[src/rtl/vstore_agu.sv]
module vstore_agu (
  input  logic         clk,
  input  logic         rst_n,
  input  logic         in_valid,
  input  logic [31:0]  instr,
  input  logic         fp_enable,
  output logic [4:0]   base_idx,
  output logic [4:0]   vec_idx,
  input  logic [63:0]  gpr_value,
  input  logic [63:0]  sp_value,
  input  logic [127:0] vec_value,
  output logic         out_valid,
  output logic         mem_req,
  output logic [63:0]  mem_addr,
  output logic [4:0]   mem_bytes,
  output logic [15:0]  mem_be,
  output logic [127:0] mem_wdata,
  output logic         wb_en,
  output logic         wb_to_sp,
  output logic [4:0]   wb_idx,
  output logic [63:0]  wb_value,
  output logic         flt_undef,
  output logic         flt_trap,
  output logic         flt_align,
  output logic         not_store
);

  logic        fixed_ok, fam_uns, fam_idx, is_pre, match, bad_size;
  logic        use_sp, misal, go, do_wb;
  logic [2:0]  scale;
  logic [4:0]  nbytes;
  logic [63:0] base, off_idx, off_uns, sum, addr;
  logic [127:0] wmask;

  assign base_idx = instr[9:5];
  assign vec_idx  = instr[4:0];

  assign fixed_ok = (instr[29:27] == 3'b111) && instr[26];
  assign fam_uns  = (instr[25:24] == 2'b01);
  assign fam_idx  = (instr[25:24] == 2'b00) && !instr[21] && instr[10];
  assign is_pre   = fam_idx && instr[11];
  assign match    = fixed_ok && !instr[22] && (fam_uns || fam_idx);
  assign bad_size = instr[23] && (instr[31:30] != 2'b00);

  assign scale  = instr[23] ? 3'd4 : {1'b0, instr[31:30]};
  assign nbytes = 5'd1 << scale;

  assign use_sp = (instr[9:5] == 5'd31);
  assign base   = use_sp ? sp_value : gpr_value;
  assign misal  = use_sp && (sp_value[3:0] != 4'd0);

  assign off_idx = {{55{instr[20]}}, instr[20:12]};
  assign off_uns = {52'd0, instr[21:10]} << scale;
  assign sum     = base + (fam_uns ? off_uns : off_idx);
  assign addr    = (fam_idx && !is_pre) ? base : sum;

  assign wmask = ~({128{1'b1}} << {nbytes, 3'b000});

  assign go    = match && !bad_size && fp_enable && !misal;
  assign do_wb = go && !fam_uns;

  always_ff @(posedge clk) begin
    if (!rst_n) begin
      out_valid <= 1'b0;
      mem_req   <= 1'b0;
      mem_addr  <= '0;
      mem_bytes <= '0;
      mem_be    <= '0;
      mem_wdata <= '0;
      wb_en     <= 1'b0;
      wb_to_sp  <= 1'b0;
      wb_idx    <= '0;
      wb_value  <= '0;
      flt_undef <= 1'b0;
      flt_trap  <= 1'b0;
      flt_align <= 1'b0;
      not_store <= 1'b0;
    end else begin
      out_valid <= in_valid;
      mem_req   <= in_valid && go;
      wb_en     <= in_valid && do_wb;
      wb_to_sp  <= in_valid && do_wb && use_sp;
      not_store <= in_valid && !match;
      flt_undef <= in_valid && match && bad_size;
      flt_trap  <= in_valid && match && !bad_size && !fp_enable;
      flt_align <= in_valid && match && !bad_size && fp_enable && misal;
      mem_addr  <= addr;
      mem_bytes <= nbytes;
      mem_be    <= ~(16'hFFFF << nbytes);
      mem_wdata <= vec_value & wmask;
      wb_idx    <= instr[9:5];
      wb_value  <= sum;
    end
  end

endmodule


[config.mk]
export PLATFORM = sky130hd
export DESIGN_NAME = vstore_agu
export DESIGN_NICKNAME = d
export VERILOG_FILES = /design/src/rtl/vstore_agu.sv
export SDC_FILE = /design/constraint.sdc
export NUM_CORES = 1
export LEC_CHECK = 0
export ABC_AREA = 1
export BUFFER_PORTS_ARGS = -buffer_cell sky130_fd_sc_hd__buf_2
export CORE_AREA = 2 2 229 231
export CTS_CLUSTER_SIZE = 14
export DETAILED_ROUTE_END_ITERATION = 8
export DIE_AREA = 0 0 231 233
export SKIP_CTS_REPAIR_TIMING = 1
export SLEW_MARGIN = 30
export SYNTH_ARGS = -nofsm -noshare
export SYNTH_HDL_FRONTEND = slang
export SYNTH_SLANG_ARGS = --single-unit
[constraint.sdc]
create_clock -name clk -period 5.9 [get_ports clk]
set_input_delay 1.475 -clock clk [delete_from_list [all_inputs] [get_ports clk]]
set_output_delay 1.475 -clock clk [all_outputs]
set_load 0.02 [all_outputs]
==> impl_metrics.toml <==
[finish]
layout.nets = 3499
area_growth_pct = 29.7
final_common_cell = "nand2_1"
drive_gt1_share_pct = 21.7
layout_common_cells = "nand2_1, inv_1, buf_2, dfxtp_1, nor2_1"
finalNonFillerCells = 3851

[run]
maxCapViolations = 0

[global_routing]
grt_max_degree = 80
antenna_found_initial = 21
grt_pass1_vias = 16400
grt_pass1_wl_um = 102000
grt_usage_pct = 25.5
grt-ovfl-total = 0

[place]
hpwl_um = 59300
io_buffers = 581
gp_congestion = 1.01
dpl.cell_count = 3785

[detailed_routing]
vias = 17000
ant_nets = 0
drc = 0
vias_per_cell = 4.41
routed_wl_um = 71200
detail_route.iter0.violations = 1021
wire_per_inst_um = 18.5
first_pass_iters = 5

[hold_path]
worstHoldPathType = "in2reg"
min_path_cells = 3
min_to = "mem_wdata[0]"
min_from = "vec_value[0]"

[power_and_ir_drop]
power_density_nw_per_um2 = 294
power_mw = 6.04
peakVddDrop_mv = 0.183
power_leakage_nw = 13.0

[worst_setup_path]
worstPathRequired_ns = 6.33
startpoint_type = "input pin"
critical_path_class = "in2reg"
cp_max_fo = 18
cp.arrival_ns = 5.10
cp_cell_sequence = "buf_2, nor2_1, clkinv_1, nor2_1, nand2_1, o21ai_0, ha_1, inv_1, fa_1, nor2_1, nand2_1, nand3b_2, nand2_1, nand2_1, nand2_1, nand2_1, nand2_1, nand3_1, nand3_1, nand2_1, inv_1"
crit_slowest_cell = "clkinv_1"
crit_top_cell = "nand2_1"
crit_buf_inv = 4
crit_family = "simple AND/OR/NAND/NOR gates"
max_stage_delay_ns = 0.58
setup.worst_path.end_class = "flip-flop"

[die]
dieArea_sq_um = 53800
rows = 83
core_area_sq_um = 51100
initial_core_util_pct = 31.0
die_h_um = 233
ioPinCount = 592
die_w_um = 231

[clocking]
cts_buffer_depth = 3
path_clk_slew_ns = 0.06
clockRootBuffer = "clkbuf_16"
clkSinkCount = 288
cts_buffers = 36
htree_levels = 2
cts_tree = "done"

[logic_synthesis]
netlist_instances = 2582
synth_fp_nets = 2938
ys_types = 43
ys_ff_latch = 288
yosys_warnings = 0
synth.cell_area_sq_um = 15800
syn_avg_cell_area_sq_um = 6.13
ys_seq_area_share_pct = 36.4

[sta]
timing.final.max_slew_violations = 0
worst_pin_slew_ns = 0.870
slew_headroom_pct = 42.0
clock.fmax_mhz = 214
setup_viol = 0
finalSetupTns_ns = 0
hold-worst-slack_ns = 1.10
finalHoldViolations = 0
finalCritPeriodShare_pct = 79.1
period_minus_slack_ns = 4.67
rsz0062_at_grt = "false"

[status]
status = "completed"
[through the flow]
stage          utilization [%]  area [sq um]  setup WS (ns)
5_1_grt                   40.2         20500          0.813
2_1_floorplan                -         15800          0.833
3_5_place_dp              37.9         19400          0.788
6_report                  40.2         20500           1.23
4_1_cts                   40.1         20500           1.34
3_3_place_gp              37.9         19400          0.837
[Yosys cell counts (all sizes together)]
library cell / number / area share, %
a211oi: 1 / 0.047
a21oi: 83 / 2.6
a221oi: 1 / 0.055
a22oi: 1 / 0.047
a41oi: 1 / 0.10
and2: 12 / 0.47
buf: 27 / 1.0
clkbuf: 46 / 1.1
clkinv: 2 / 0.047
dfxtp: 288 / 36
fa: 1 / 0.13
ha: 63 / 5.0
inv: 600 / 14
mux2i: 1 / 0.063
nand2: 915 / 22
nand3: 95 / 3.1
nand3b: 5 / 0.26
nand4: 5 / 0.20
nor2: 269 / 6.6
nor3: 19 / 0.79
nor4: 3 / 0.16
o2111ai: 1 / 0.055
o211ai: 13 / 0.62
o21a: 1 / 0.047
o21ai: 78 / 2.5
o21bai: 12 / 0.57
o22ai: 6 / 0.24
or2: 2 / 0.079
xnor2: 14 / 0.77
xor2: 17 / 0.94
[metal layers]
layer | part of all wire, % | track usage [%]
met1 | 41 | 29.7
met2 | 50 | 46.7
met5 | 0.018 | 0
met3 | 6.3 | 4.88
met4 | 3.1 | 8.45
[state kept, by name (all words and copies together), names as in the netlist]
name,count
not_store,1
wb_idx,5
mem_req,1
mem_wdata,128
flt_align,1
flt_trap,1
out_valid,1
mem_bytes,5
mem_addr,64
wb_to_sp,1
flt_undef,1
wb_en,1
wb_value,64
mem_be,14
[power by group]
group          leakage (nW)  internal (mW)  total (mW)  switching, mW
combinational          10.0          0.526        1.70           1.17
clock                 0.561           1.29        2.16          0.870
sequential             2.39           2.13        2.18         0.0537
total                  13.0           3.94        6.04           2.09
[worst max path at each step]
stage,from,slack (ns),cells after the start,endpoint
2_1_floorplan,instr[24],0.83,22,mem_addr[45]
4_1_cts,instr[23],1.34,21,mem_addr[42]
5_1_grt,instr[23],0.81,21,mem_addr[44]
3_5_place_dp,instr[23],0.79,21,mem_addr[40]
6_report,instr[23],1.23,21,mem_addr[42]
3_3_place_gp,instr[23],0.84,21,mem_addr[40]
[cell type report]
class | count | area (sq um)
clock inverters | 10 | 119
diodes | 5 | 12.5
fillers | 5706 | 30600
well taps | 680 | 851
inverters | 602 | 2260
flip-flops and latches | 288 | 5770
multi-input cells | 1619 | 7480
repair buffers | 596 | 3020
clock buffers | 51 | 1020
[cell families (layout without fill, tap and decap cells)]
group                      count (synthesis)  count (layout)  synth area share, %
buffers and inverters                    675            1259                 16.4
adders and majority gates                 64              64                 5.11
xor gates and xnor gates                  31              31                 1.72
AOI/OAI and AO/OA                        198             198                 6.89
muxes                                      1               1               0.0632
and+or+nand+nor                         1325            1325                 33.4
other                                      0               5                    0
DFF                                      288             288                 36.4
Note: power is estimated with default switching activity, not from simulation.
